===== src/rtl/attr_indir_pkg.sv =====
package attr_indir_pkg;

  typedef enum logic [1:0] {
    PL_USER = 2'd0,
    PL_KERN = 2'd1,
    PL_HYP  = 2'd2,
    PL_MON  = 2'd3
  } priv_e;

  typedef struct packed {
    logic permit;    // access allowed
    logic to_ns;     // targets Non-secure copy
    logic lock_hit;  // write swallowed by lock
    logic do_write;  // storage update
  } verdict_t;

endpackage


===== src/rtl/attr_acc_check.sv =====
module attr_acc_check
  import attr_indir_pkg::*;
#(
  parameter int REG_SEL_W = 1,
  parameter int LOCK_REG  = 0
) (
  input  logic                 valid,
  input  logic                 write,
  input  logic [REG_SEL_W-1:0] reg_sel,
  input  logic [1:0]           priv,
  input  logic                 nsbit,
  input  logic                 fmt_long,
  input  logic                 wlock,
  output verdict_t             verdict
);
  priv_e lvl;

  always_comb begin
    lvl              = priv_e'(priv);
    verdict.permit   = valid && fmt_long && (lvl != PL_USER);
    verdict.to_ns    = (lvl == PL_HYP) ? 1'b1 : nsbit;
    verdict.lock_hit = verdict.permit && write && !verdict.to_ns && wlock &&
                       (reg_sel == REG_SEL_W'(LOCK_REG));
    verdict.do_write = verdict.permit && write && !verdict.lock_hit;
  end
endmodule


===== src/rtl/attr_store.sv =====
module attr_store #(
  parameter int REG_W     = 32,
  parameter int NUM_REGS  = 2,
  parameter int REG_SEL_W = 1
) (
  input  logic                 clk,
  input  logic                 rst,
  input  logic                 wr_en,
  input  logic                 wr_ns,
  input  logic [REG_SEL_W-1:0] wr_reg,
  input  logic [REG_W-1:0]     wr_data,
  output logic [REG_W-1:0]     words_s  [NUM_REGS],
  output logic [REG_W-1:0]     words_ns [NUM_REGS]
);
  for (genvar r = 0; r < NUM_REGS; r++) begin : g_reg
    always_ff @(posedge clk) begin
      if (rst) begin
        words_s[r]  <= '0;
        words_ns[r] <= '0;
      end else if (wr_en && (wr_reg == REG_SEL_W'(r))) begin
        if (wr_ns) words_ns[r] <= wr_data;
        else       words_s[r]  <= wr_data;
      end
    end
  end
endmodule


===== src/rtl/attr_select.sv =====
module attr_select #(
  parameter int ATTR_W        = 8,
  parameter int ATTRS_PER_REG = 4,
  parameter int NUM_REGS      = 2,
  parameter int REG_W         = 32,
  parameter int IDX_W         = 3,
  parameter int BYTE_SEL_W    = 2,
  parameter int REG_SEL_W     = 1
) (
  input  logic [REG_W-1:0]  words_s  [NUM_REGS],
  input  logic [REG_W-1:0]  words_ns [NUM_REGS],
  input  logic [IDX_W-1:0]  idx,
  input  logic              nonsec,
  output logic [ATTR_W-1:0] attr
);
  logic [REG_SEL_W-1:0]  rsel;
  logic [BYTE_SEL_W-1:0] bsel;
  logic [REG_W-1:0]      word;

  always_comb begin
    rsel = idx[IDX_W-1:BYTE_SEL_W];
    bsel = idx[BYTE_SEL_W-1:0];
    word = nonsec ? words_ns[rsel] : words_s[rsel];
    attr = '0;
    for (int k = 0; k < ATTRS_PER_REG; k++) begin
      if (bsel == BYTE_SEL_W'(k)) attr = word[k*ATTR_W +: ATTR_W];
    end
  end
endmodule


===== src/rtl/attr_indir_bank.sv =====
module attr_indir_bank
  import attr_indir_pkg::*;
#(
  parameter int ATTR_W        = 8,
  parameter int ATTRS_PER_REG = 4,
  parameter int NUM_REGS      = 2,
  parameter int LOCK_REG      = 0,
  localparam int REG_W        = ATTR_W * ATTRS_PER_REG,
  localparam int BYTE_SEL_W   = $clog2(ATTRS_PER_REG),
  localparam int REG_SEL_W    = $clog2(NUM_REGS),
  localparam int IDX_W        = BYTE_SEL_W + REG_SEL_W
) (
  input  logic                 clk,
  input  logic                 rst,
  input  logic                 fmt_long,
  input  logic                 sec_wlock,
  input  logic                 acc_valid,
  input  logic                 acc_write,
  input  logic [REG_SEL_W-1:0] acc_reg,
  input  logic [1:0]           acc_priv,
  input  logic                 acc_nsbit,
  input  logic [REG_W-1:0]     acc_wdata,
  output logic                 acc_ack,
  output logic [REG_W-1:0]     acc_rdata,
  output logic                 acc_undef,
  output logic                 acc_wign,
  input  logic [IDX_W-1:0]     lk_idx,
  input  logic                 lk_nonsec,
  output logic [ATTR_W-1:0]    lk_attr
);
  verdict_t         vd;
  logic [REG_W-1:0] words_s  [NUM_REGS];
  logic [REG_W-1:0] words_ns [NUM_REGS];
  logic [REG_W-1:0] tgt_word;

  attr_acc_check #(.REG_SEL_W(REG_SEL_W), .LOCK_REG(LOCK_REG)) i_check (
    .valid(acc_valid), .write(acc_write), .reg_sel(acc_reg),
    .priv(acc_priv), .nsbit(acc_nsbit), .fmt_long(fmt_long),
    .wlock(sec_wlock), .verdict(vd)
  );

  attr_store #(.REG_W(REG_W), .NUM_REGS(NUM_REGS), .REG_SEL_W(REG_SEL_W)) i_store (
    .clk(clk), .rst(rst), .wr_en(vd.do_write), .wr_ns(vd.to_ns),
    .wr_reg(acc_reg), .wr_data(acc_wdata),
    .words_s(words_s), .words_ns(words_ns)
  );

  attr_select #(
    .ATTR_W(ATTR_W), .ATTRS_PER_REG(ATTRS_PER_REG), .NUM_REGS(NUM_REGS),
    .REG_W(REG_W), .IDX_W(IDX_W), .BYTE_SEL_W(BYTE_SEL_W), .REG_SEL_W(REG_SEL_W)
  ) i_select (
    .words_s(words_s), .words_ns(words_ns),
    .idx(lk_idx), .nonsec(lk_nonsec), .attr(lk_attr)
  );

  assign tgt_word = vd.to_ns ? words_ns[acc_reg] : words_s[acc_reg];

  always_ff @(posedge clk) begin
    if (rst) begin
      acc_ack   <= 1'b0;
      acc_undef <= 1'b0;
      acc_wign  <= 1'b0;
      acc_rdata <= '0;
    end else begin
      acc_ack   <= acc_valid;
      acc_undef <= acc_valid && !vd.permit;
      acc_wign  <= vd.lock_hit;
      acc_rdata <= (vd.permit && !acc_write) ? tgt_word : '0;
    end
  end
endmodule


===== config.mk =====
export PLATFORM = sky130hd
export DESIGN_NAME = attr_indir_bank
export DESIGN_NICKNAME = d
export VERILOG_FILES = /design/src/rtl/attr_indir_pkg.sv /design/src/rtl/attr_acc_check.sv /design/src/rtl/attr_store.sv /design/src/rtl/attr_select.sv /design/src/rtl/attr_indir_bank.sv
export SDC_FILE = /design/constraint.sdc
export NUM_CORES = 1
export LEC_CHECK = 0
export ABC_AREA = 0
export ABC_CLOCK_PERIOD_IN_PS = 2900
export CORE_UTILIZATION = 60
export DETAILED_ROUTE_END_ITERATION = 10
export DONT_BUFFER_PORTS = 1
export PLACE_DENSITY = 0.76
export SYNTH_ARGS = -nofsm -noshare
export SYNTH_HDL_FRONTEND = slang
export SYNTH_SLANG_ARGS = --single-unit
export TNS_END_PERCENT = 30

===== constraint.sdc =====
create_clock -name clk -period 2.9 [get_ports clk]
set_input_delay 0.145 -clock clk [delete_from_list [all_inputs] [get_ports clk]]
set_output_delay 0.145 -clock clk [all_outputs]
set_load 0.01 [all_outputs]

==> impl_summary.txt, run 1 <==
----------------------------------------------------
[Clock tree]
  CTS tree ... done
  Clk Latency, worst-skew pair ... ~0.42 ns
  Clock Path Buffers ... 2
  Max H-tree Level ... 4
  Count of clock tree sinks ... 163
  Number of buffers created by CTS ... 17
  Cts hold-fix bufs ... 38
  Clock transition at the register clock pins on the worst setup and hold paths after CTS ... 0.06 ns
  Root buffer selected by CTS ... clkbuf_16
  Buffers inserted during post-CTS setup optimization ... 0
  Number of cells upsized or downsized after cts ... 0

[Synth]
  Share of synthesized area occupied by flip-flops and latches ... 0.449
  Synthesized area per cell ... 11.3 um^2
  Post-synthesis share of cell area spent on full adders, half adders and majority gates ... 0
  Number of cells produced by synthesis ... 644
  Post-synth top flop ... dfxtp_1
  Post-synthesis net count ... 690
  Parity-gate share of the synthesized area counting xor and xnor cells ... 0
  Yosys warning count ... 0
  Area of the mapped netlist ... 7260 um^2
  Post-synthesis simple-gate area fraction ... 0.130
  Number of flops mapped to enable cells by yosys ... 0
  Yosys reg bits ... 163
  Synth async-reset ratio ... 0
  Post-synth cell types ... 27
  Combinational family with the most area after synthesis ... multiplexers
  Synthesized-area fraction occupied by ao, oa, aoi and oai cells ... 0.0415
  Multiplexer fraction of the synthesized cell area ... 0.333

[Min path]
  Hold Path End ... acc_undef$_SDFF_PP0_
  Number of stages on the worst hold path ... 2
  Hold path startpoint ... acc_priv[1]
  Type of the worst min-delay path ... primary input to flip-flop

[Cells and area]
  Area of the multi-input gates ... 3670 um^2
  Final Util ... 0.704
  Filler cell count ... about 800
  Count of nets after finishing ... slightly above 700
  Share of post-route cells with drive strength above 1 ... 0.163
  Antenna fix cells ... 0
  Reg area ... 3260 um^2
  Syn-to-layout area delta ... 12.5%

[Detailed routing]
  Vias ... 5037
  First-pass iteration count of the detailed router ... 10
  Final routed DRC violation total ... 7
  First DRT Iteration DRCs ... 495
  Detail-routed via count per cell ... 6.21
  Average wire per cell in the routed design ... around 22 um
  Detailed Route WL ... 17600 um
  Routed Antenna Nets ... 0

[Worst setup path]
  Setup slack, reg-to-reg ... 1.73 ns
  Data arrival, critical path ... 1.67 ns
  R2R Path Start ... i_store.words_s[62]$_SDFFE_PP0P_
  Element type at the critical path start ... flip-flop
  Slowest cell on crit path ... mux4_2
  Reg2reg path depth ... 3
  Critical path fanouts, max ... 3
  Critical Path RT ... roughly 2.8 ns
  Reg-to-reg endpoint ... i_store.words_s[62]$_SDFFE_PP0P_
  Largest stage delay on the critical path ... 0.50 ns
  CP cell instances ... mux4_2 > a22oi_1 > nand2_1
  Endpoint class of the critical path ... output port
  Classification of the worst setup path ... flip-flop to output port

[Power and ir drop]
  Clock power share ... 0.465
  Relative contribution of sequential cells to total power ... 0.484
  Switching share of power ... 0.203
  Combinational group share of total power ... 0.051
  Worst IR Drop VDD ... just under 600 uV
  Power Internal ... 0.00374 W
  Power per unit of standard cell area ... 575 nW/um^2
  Switching component of the power ... approximately 0.00095 W
  Static leakage power ... 3.35 nW

[Global routing]
  Number of global-route vias before repair ... a little over 5000
  Maximum number of pins on one net before global-route repair ... 131
  Antenna violations before repair ... 0
  Global-route wire length before repair ... 28000 um
  Total track usage ... 0.296
  Total congestion overflow ... 0

[Timing]
  Setup total negative slack ... 0 ns
  Pins over their slew limit ... 0
  Worst slew slack as a fraction of its limit ... 0.493
  Slew at the pin with the worst max-slew slack ... approximately 0.76 ns
  Final hold viol count ... 0
  Time the worst path needs with I/O delays and setup ... 1.82 ns
  Worst-case clock skew ... between 0.004 and 0.005 ns
  Final setup violation count ... 0
  Setup repair after global routing missed its margin ... false
  Ratio of final minimum period to clock period ... 0.627
  Top achievable clock speed ... 550 MHz

[Floorplan]
  CORE AREA ... between 10000 and 15000 um^2
  Num ports ... 89
  Chip height ... between 100 and 150 um
  Die footprint ... between 10000 and 15000 um^2
  Die width ... 112 um
  Cell Rows ... 39
  Initial standard-cell utilization of the core ... 0.625

[Placement]
  Port buffer count ... 0
  Post-detailed-placement half-perimeter wirelength ... roughly 11000 um
  Global placer's final weighted congestion ... approximately 0.82

[Flow run]
  Maxcap violations ... 0

[Status]
  Failing checks ... DRC
  Run status ... finished with violations

----------------------------------------------------
worst max-delay path by stage:
stage | start | to | slack (ns)
after detailed placement | acc_priv[0] | acc_rdata[5]$_SDFF_PP0_ | 1.07
after floorplan | lk_nonsec | lk_attr[5] | 1.40
final | i_store.words_s[34]$_SDFFE_PP0P_ | lk_attr[2] | 1.08
after global routing | i_store.words_ns[9]$_SDFFE_PP0P_ | lk_attr[1] | 1.03
after global placement | acc_priv[0] | acc_rdata[13]$_SDFF_PP0_ | 1.11
after CTS | i_store.words_ns[2]$_SDFFE_PP0P_ | lk_attr[2] | 1.09
cells in the mapped netlist (2+ instances only):
cell type | instances | area, um^2
clkbuf_1 | 23 | 86.3
and2_1 | 34 | 213
buf_6 | 5 | 56.3
buf_12 | 3 | 60.1
nand2_1 | 73 | 274
a21oi_1 | 32 | 160
buf_1 | 3 | 11.3
nor2_1 | 98 | 368
mux4_2 | 64 | 1440
mux2i_1 | 96 | 961
nand3_2 | 2 | 20.0
nor2b_1 | 3 | 18.8
dfxtp_1 | 163 | 3260
a22oi_1 | 16 | 120
buf_2 | 8 | 40.0
buf_4 | 10 | 75.1
cell type report:
| type | instances | area share |
|---|---|---|
| timing repair buffer | 47 | 0.0585 |
| tap | 143 | 0.0219 |
| clock inverter | 5 | 0.00919 |
| sequential | 163 | 0.399 |
| multi-input combinational | 428 | 0.449 |
| inverter | 1 | 0.000459 |
| clock buffer | 24 | 0.0614 |
kinds of logic (layout without fill, tap and decap cells):
family,count (synthesis),after routing
muxes,161,161
and+or+nand+nor,217,217
DFF,163,163
AOI/OAI and AO/OA,50,50
buffers and inverters,53,77
metal layers:
metal / vias up / track usage / share of wire
met5: - / 0 / 0
met1: 2515 / 0.365 / 0.40
met3: 31 / 0.0805 / 0.071
met4: 0 / 0.122 / 0.020
met2: 188 / 0.496 / 0.51
li1: 2303 / - / -
worst max-delay path: cells and delay by family (launching register included):
| family | cells | cell delay [ns] |
|---|---|---|
| AOI/OAI and AO/OA | 1 | 0.23 |
| DFF | 1 | 0.33 |
| muxes | 1 | 0.50 |
| and+or+nand+nor | 1 | 0.18 |
placed cells by master, fill, tap and decap left out, types with 2 or more instances in the layout:
cell and instances:
a21oi_1 32, mux2i_1 96, clkbuf_1 2, buf_4 8, clkbuf_8 5, and2_1 34
clkbuf_16 17, a22oi_1 16, nand2_1 73, nor2b_1 3, dfxtp_1 163, dlygate4sd3_1 37
nand3_2 2, clkinv_2 3, mux4_2 64, nor2_1 98, bufinv_16 2
stage by stage:
stage	instances	hold slack (ns)	area [um^2]	setup slack, ns	power [W]
2_1_floorplan	644	0.231	7260	1.40	0.00250
3_3_place_gp	744	0.226	7200	1.11	0.00246
3_5_place_dp	744	0.228	7200	1.07	0.00247
4_1_cts	811	0.00857	8170	1.09	0.00472
5_1_grt	811	0.0217	8170	1.03	0.00484
6_report	811	0.0240	8170	1.08	0.00470
flip-flops by register name, indices dropped and copies added, names as in the netlist:
name and flops:
acc_undef 1, acc_wign 1, i_store.words_ns 64, i_store.words_s 64, acc_rdata 32, acc_ack 1
power by group through the flow:
stage	registers (W)	clock network, W	logic (W)
2_1_floorplan	0.00232	0	0.000187
5_1_grt	0.00227	0.00232	0.000254
3_3_place_gp	0.00232	0	0.000144
3_5_place_dp	0.00232	0	0.000147
6_report	0.00227	0.00219	0.000239
4_1_cts	0.00227	0.00221	0.000237
Note: power is estimated with default switching activity, not from simulation.
==> run 2: changes to the inputs <==
--- a/config.mk
+++ b/config.mk
@@ -6,11 +6,11 @@
 export NUM_CORES = 1
 export LEC_CHECK = 0
 export ABC_AREA = 0
-export ABC_CLOCK_PERIOD_IN_PS = 2900
-export CORE_UTILIZATION = 60
+export ABC_CLOCK_PERIOD_IN_PS = 1460
+export CORE_UTILIZATION = 57
 export DETAILED_ROUTE_END_ITERATION = 10
 export DONT_BUFFER_PORTS = 1
-export PLACE_DENSITY = 0.76
+export PLACE_DENSITY = 0.75
 export SYNTH_ARGS = -nofsm -noshare
 export SYNTH_HDL_FRONTEND = slang
 export SYNTH_SLANG_ARGS = --single-unit
==> constraint.sdc (replaced) <==
create_clock -name clk -period 1.46 [get_ports clk]
set_input_delay 0.073 -clock clk [delete_from_list [all_inputs] [get_ports clk]]
set_output_delay 0.073 -clock clk [all_outputs]
set_load 0.01 [all_outputs]
==> run 2 against run 1 <==
The flow finishes with violations (setup timing). Largest cell class unchanged. Highest routed layer unchanged. Global-route usage grew 3.0 points. Cell count grew 11%. Clock skew rose by 0.00064 ns. Largest power group is now the clock network. Worst setup slack worse by 1.3 ns.
==> impl_summary.txt, run 2 (synthesis gave the netlist of run 1 again) <==
----------------------------------------------------
[Timing]
  Time the worst path needs with I/O delays and setup ... between 1.5 and 2 ns
  Top achievable clock speed ... 586 MHz
  Worst slew slack as a fraction of its limit ... 0.676
  Worst Setup Slack, final ... -0.245 ns
  Pins over their slew limit ... 0
  Slew at the pin with the worst max-slew slack ... slightly below 0.5 ns
  Setup repair after global routing missed its margin ... true
  Setup total negative slack ... -1.64 ns
  Final setup violation count ... 8
  Ratio of final minimum period to clock period ... 1.17
  Worst-case clock skew ... 0.00527 ns
  Final hold viol count ... 0

[Detailed routing]
  Final routed DRC violation total ... 0
  Detail-routed via count per cell ... 6.06
  Detailed Route WL ... 20200 um
  First DRT Iteration DRCs ... 523
  First-pass iteration count of the detailed router ... 5
  Vias ... 5461
  Routed Antenna Nets ... 0
  Average wire per cell in the routed design ... 22.5 um

[Placement]
  Post-detailed-placement half-perimeter wirelength ... 10900 um
  Global placer's final weighted congestion ... 0.759
  Port buffer count ... 0
  Placed Cells incl. Taps ... 773

[Worst setup path]
  Critical path fanouts, max ... 3
  Slowest cell on crit path ... mux4_2
  Element type at the critical path start ... flip-flop
  Critical path buffers and inverters ... 0
  Critical Path RT ... 1.39 ns
  Largest stage delay on the critical path ... just over 0.5 ns
  Endpoint class of the critical path ... output port
  Data arrival, critical path ... 1.63 ns
  Top Family by Delay on Critical Path ... multiplexers
  Classification of the worst setup path ... flip-flop to output port
  CP cell instances ... mux4_2 > a22oi_2 > nand2_2

[Power and ir drop]
  Static leakage power ... 3.86 nW
  Worst IR Drop VDD ... approximately 1000 uV
  Power per unit of standard cell area ... 1070 nW/um^2

[Floorplan]
  Die footprint ... 13200 um^2
  Initial standard-cell utilization of the core ... 0.595
  Chip height ... around 110 um
  Num ports ... 89
  Die width ... 115 um
  CORE AREA ... 12200 um^2
  Cell Rows ... 40

[Global routing]
  Maximum number of pins on one net before global-route repair ... 69
  Total track usage ... 0.327
  Global-route wire length before repair ... 31600 um
  Antenna violations before repair ... 0
  Number of global-route vias before repair ... 5728
  Total congestion overflow ... 0

[Clock tree]
  Clock Path Buffers ... 2
  Clk Latency, worst-skew pair ... ~0.43 ns
  CTS tree ... done
  Number of buffers created by CTS ... 17
  Max H-tree Level ... 4
  Count of clock tree sinks ... 163
  Root buffer selected by CTS ... clkbuf_16
  Clock transition at the register clock pins on the worst setup and hold paths after CTS ... 0.06 ns

[Status]
  Run status ... finished with violations
  Failing checks ... setup timing

[Cells and area]
  Antenna fix cells ... 0
  Post-Layout Cell Count ... 901
  Syn-to-layout area delta ... 24.7%
  Share of post-route cells with drive strength above 1 ... 0.209
  Final Util ... 0.741
  Filler cell count ... 816
  Most common cell after layout, fill and taps aside ... dfxtp_1
  Count of nets after finishing ... about 770
  Largest registers ranked by flip-flop count ... i_store.words_ns x64, i_store.words_s x64, acc_rdata x32
  Commonest cells after routing, fill and taps aside ... 146 x dfxtp_1, 98 x nor2_1, 96 x mux2i_1

[Flow run]
  Maxcap violations ... 0

[Min path]
  Type of the worst min-delay path ... primary input to flip-flop

----------------------------------------------------
-- run 2: cell types whose count changed in the layout (fill, tap and decap cells not counted), moves of 9 or more --
cell,delta
a22oi_1,-10
a22oi_2,+10
buf_12,+9
dfxtp_1,-17
dfxtp_2,+17
dlygate4sd3_1,+55
-- run 2: repair_timing --
action                                  4_1_cts  5_1_grt
pin swaps                                    12        5
setup buffers                                 3        1
hold buffers                                 94        0
endpoints found under the setup margin        8        8
gates resized for setup                      19       13
endpoints found under the hold margin       153        0
-- run 2: through the flow --
stage	total power, W	area, um^2	setup WS [ns]	hold WS, ns
after floorplan	0.00497	7260	0.0838	0.159
after global placement	0.00492	7360	0.211	0.153
after detailed placement	0.00493	7360	0.205	0.158
after CTS	0.00970	9010	-0.214	0.00636
after global routing	0.00996	9050	-0.303	0.0102
final	0.00969	9050	-0.245	0.0211
-- run 2: final timing paths --
path | start | to | slack, ns | cells past startpoint
hold reg to reg | i_store.words_s[38]$_SDFFE_PP0P_ | i_store.words_s[38]$_SDFFE_PP0P_ | 0.48 | 2
setup reg to reg | i_store.words_ns[1]$_SDFFE_PP0P_ | i_store.words_ns[1]$_SDFFE_PP0P_ | 0.17 | 4
hold / removal | acc_reg | acc_rdata[9]$_SDFF_PP0_ | 0.02 | 2
setup / recovery | i_store.words_s[42]$_SDFFE_PP0P_ | lk_attr[2] | -0.25 | 3
-- run 2: cell type report --
class                           instances  area (um^2)  area share
Multi-Input combinational cell        428         3730       0.412
Sequential cell                       163         3280       0.363
Timing Repair Buffer                  111         1210       0.133
Clock buffer                           19          453      0.0500
Tap cell                              168          210      0.0232
Clock inverter                         11          160      0.0177
Inverter                                1         3.75    0.000415
-- run 2: power breakdown --
part | switching [W] | total, W | internal (W)
Clock | 0.00175 | 0.00466 | 0.00291
Sequential | 0.0000286 | 0.00452 | 0.00449
Combinational | 0.000237 | 0.000512 | 0.000275
Total | 0.00201 | 0.00969 | 0.00768
-- run 2: layer usage --
layer	vias to the layer above	track usage	routed length, um	part of all wire
met2	262	0.531	9700	0.48
met3	58	0.106	1890	0.094
met4	0	0.161	823	0.041
met5	-	0	0	0
met1	2708	0.393	7820	0.39
li1	2433	-	-	-
==> run 3: changes to the inputs <==
--- a/config.mk
+++ b/config.mk
@@ -7,11 +7,13 @@
 export LEC_CHECK = 0
 export ABC_AREA = 0
 export ABC_CLOCK_PERIOD_IN_PS = 1460
-export CORE_UTILIZATION = 57
+export CORE_UTILIZATION = 58
 export DETAILED_ROUTE_END_ITERATION = 10
 export DONT_BUFFER_PORTS = 1
-export PLACE_DENSITY = 0.75
+export PLACE_DENSITY = 0.76
+export SETUP_SLACK_MARGIN = 0.2
 export SYNTH_ARGS = -nofsm -noshare
 export SYNTH_HDL_FRONTEND = slang
+export SYNTH_HIERARCHICAL = 1
 export SYNTH_SLANG_ARGS = --single-unit
 export TNS_END_PERCENT = 30
==> run 3 against run 2 <==
The flow still finishes with violations (setup timing). Critical path depth shrank 1. Core utilization grew 0.96 points. Routed wire length grew 4.6%. Die area grew 7.3%. Register-to-register slack is essentially flat. Synthesized area grew 9.3%. Via count grew 7.5%. Clock skew shrank 0.00094 ns.
==> impl_summary.txt, run 3 <==
----------------------------------------------------
[Global routing]
  Antenna violations before repair ... 0
  Global-route wire length before repair ... 33300 um
  Number of global-route vias before repair ... 6239
  Total track usage ... 0.310
  Total congestion overflow ... 0
  Maximum number of pins on one net before global-route repair ... 84

[Timing]
  Ratio of final minimum period to clock period ... 1.30
  Slew at the pin with the worst max-slew slack ... between 0.5 and 0.6 ns
  Pins over their slew limit ... 0
  Setup total negative slack ... -3.17 ns
  Final setup violation count ... 8
  Time the worst path needs with I/O delays and setup ... ~1.9 ns
  Top achievable clock speed ... 527 MHz
  Setup repair after global routing missed its margin ... true
  Worst-case clock skew ... 0.00433 ns
  Worst Setup Slack, final ... -0.439 ns
  Worst slew slack as a fraction of its limit ... 0.617
  Worst hold margin ... 0.0233 ns
  Final hold viol count ... 0

[Cells and area]
  Area of the multi-input gates ... 4300 um^2
  Share of post-route cells with drive strength above 1 ... 0.210
  Reg area ... 3310 um^2
  Final Cell Area ... between 9000 and 10000 um^2
  Syn-to-layout area delta ... 25.8%
  Post-Layout Cell Count ... between 900 and 1000
  Final Util ... 0.751
  Most common cell after layout, fill and taps aside ... mux2i_1
  Filler cell count ... 863
  Commonest cells after routing, fill and taps aside ... 194 x mux2i_1, 161 x nand2b_1, 122 x dfxtp_1
  Largest registers ranked by flip-flop count ... i_store/words_ns x64, i_store/words_s x64, acc_rdata x32
  Antenna fix cells ... 0
  Count of nets after finishing ... 830

[Detailed routing]
  Final routed DRC violation total ... 0
  Detail-routed via count per cell ... roughly 6.0
  Average wire per cell in the routed design ... roughly 22 um
  Vias ... between 5000 and 6000
  Routed Antenna Nets ... 0
  Detailed Route WL ... between 20000 and 25000 um
  First DRT Iteration DRCs ... 460
  First-pass iteration count of the detailed router ... 6

[Synth]
  Synthesized area per cell ... 11.9 um^2
  Share of synthesized area occupied by flip-flops and latches ... 0.411
  Post-synthesis net count ... just over 700
  Yosys warning count ... 6
  Synth async-reset ratio ... 0
  Post-synth top flop ... dfxtp_1
  Top post-synthesis cells by area ... dfxtp_1 41%, mux2i_1 24%, nand2b_1 13%
  Yosys reg bits ... 163
  Leading cell type by number of instances after synthesis ... mux2i_1
  Number of cells produced by synthesis ... 668
  Post-synth cell types ... 35
  Area of the mapped netlist ... about 7900 um^2
  Top post-synthesis cells by count ... 194 x mux2i_1, 163 x dfxtp_1, 162 x nand2b_1
  Share of the synthesized area in the top cell type ... 0.411
  Library cell with the largest summed area after synthesis ... dfxtp_1
  Number of flops mapped to enable cells by yosys ... 0

[Clock tree]
  Number of buffers created by CTS ... 17
  CTS tree ... done
  Root buffer selected by CTS ... clkbuf_16
  Clock Path Buffers ... 2
  Clock transition at the register clock pins on the worst setup and hold paths after CTS ... 0.06 ns
  Clk Latency, worst-skew pair ... 0.43 ns
  Max H-tree Level ... 4
  Count of clock tree sinks ... 163

[Floorplan]
  Chip height ... 119 um
  Die width ... between 100 and 150 um
  Cell Rows ... 42
  Die footprint ... between 10000 and 15000 um^2
  Initial standard-cell utilization of the core ... 0.597
  Num ports ... 89
  CORE AREA ... 13300 um^2

[Placement]
  Port buffer count ... 0
  Placed Cells incl. Taps ... 822
  Area of placed instances ... 8110 um^2
  Global placer's final weighted congestion ... 0.756
  Post-detailed-placement half-perimeter wirelength ... 11200 um

[Worst setup path]
  Classification of the worst setup path ... flip-flop to output port
  Data arrival, critical path ... 1.83 ns
  Dominant cell type by count on the critical path ... mux4_2
  Critical Path RT ... roughly 1.4 ns
  Slowest cell on crit path ... mux4_2
  Largest stage delay on the critical path ... 0.56 ns
  Top Family by Delay on Critical Path ... multiplexers
  CP cell instances ... mux4_2 > mux4_2
  Element type at the critical path start ... flip-flop
  Endpoint class of the critical path ... output port
  Critical path buffers and inverters ... 0
  Critical path fanouts, max ... 3

[Power and ir drop]
  Power per unit of standard cell area ... 957 nW/um^2
  Static leakage power ... 4.16 nW
  Worst IR Drop VDD ... 772 uV

[Status]
  Run status ... finished with violations
  Failing checks ... setup timing

[Flow run]
  Maxcap violations ... 0

[Min path]
  Type of the worst min-delay path ... primary input to flip-flop

----------------------------------------------------
run 3: worst min-delay path, cell delays in order:
cell and delay [ns]:
nand2b_1 0.09, dlymetal6s4s_1 0.19, mux2i_1 0.06
run 3: where the power goes:
group | internal [W] | switching (W) | leakage, nW | total, W
clock | 0.00266 | 0.00173 | 0.288 | 0.00439
sequential | 0.00449 | 0.0000313 | 1.34 | 0.00452
combinational | 0.000360 | 0.000281 | 2.53 | 0.000641
total | 0.00751 | 0.00204 | 4.16 | 0.00955
run 3: cells by family after synthesis:
group                  after synthesis  share of synthesized area
AOI/OAI and AO/OA                   39                     0.0418
DFF                                163                      0.411
buffers and inverters               57                     0.0457
and+or+nand+nor                    177                      0.141
muxes                              232                      0.360
run 3: layout make-up:
type                            instances  share of cell area
Tap cell                              176              0.0221
Clock buffer                           29              0.0541
Clock inverter                          3             0.00401
Timing Repair Buffer                  153               0.157
Multi-Input combinational cell        448               0.430
Inverter                                1            0.000376
Sequential cell                       163               0.332
run 3: path summary, 6_finish.rpt:
| path | startpoint | depth (start not counted) | end | slack [ns] |
|---|---|---|---|---|
| min reg2reg | i_store/words_ns[12]$_SDFFE_PP0P_ | 2 | i_store/words_ns[12]$_SDFFE_PP0P_ | 0.49 |
| max | i_store/words_s[59]$_SDFFE_PP0P_ | 2 | lk_attr[3] | -0.44 |
| min | rst | 3 | i_store/words_ns[27]$_SDFFE_PP0P_ | 0.02 |
| max reg2reg | i_store/words_ns[25]$_SDFFE_PP0P_ | 4 | i_store/words_ns[25]$_SDFFE_PP0P_ | 0.18 |
run 3: what timing repair did:
item                       in CTS  in global routing
hold endpoints to repair      131                  1
setup buffers                   0                  4
setup endpoints to repair       8                 28
resized for setup              16                 44
hold buffers                  114                  1
cloned                          0                  0
run 3: metal layers:
metal	vias to the layer above	global-route usage	wire, um
met2	224	0.506	10600
met1	2993	0.398	8850
met3	39	0.0685	1320
met5	-	0	0
li1	2616	-	-
met4	0	0.127	440
run 3: through the flow:
stage               worst slack [ns]  power, W
CTS                           -0.439   0.00957
detailed placement           -0.0310   0.00510
floorplan                     0.0857   0.00511
global placement              0.0327   0.00509
global route                  -0.457   0.00983
finish                        -0.439   0.00955
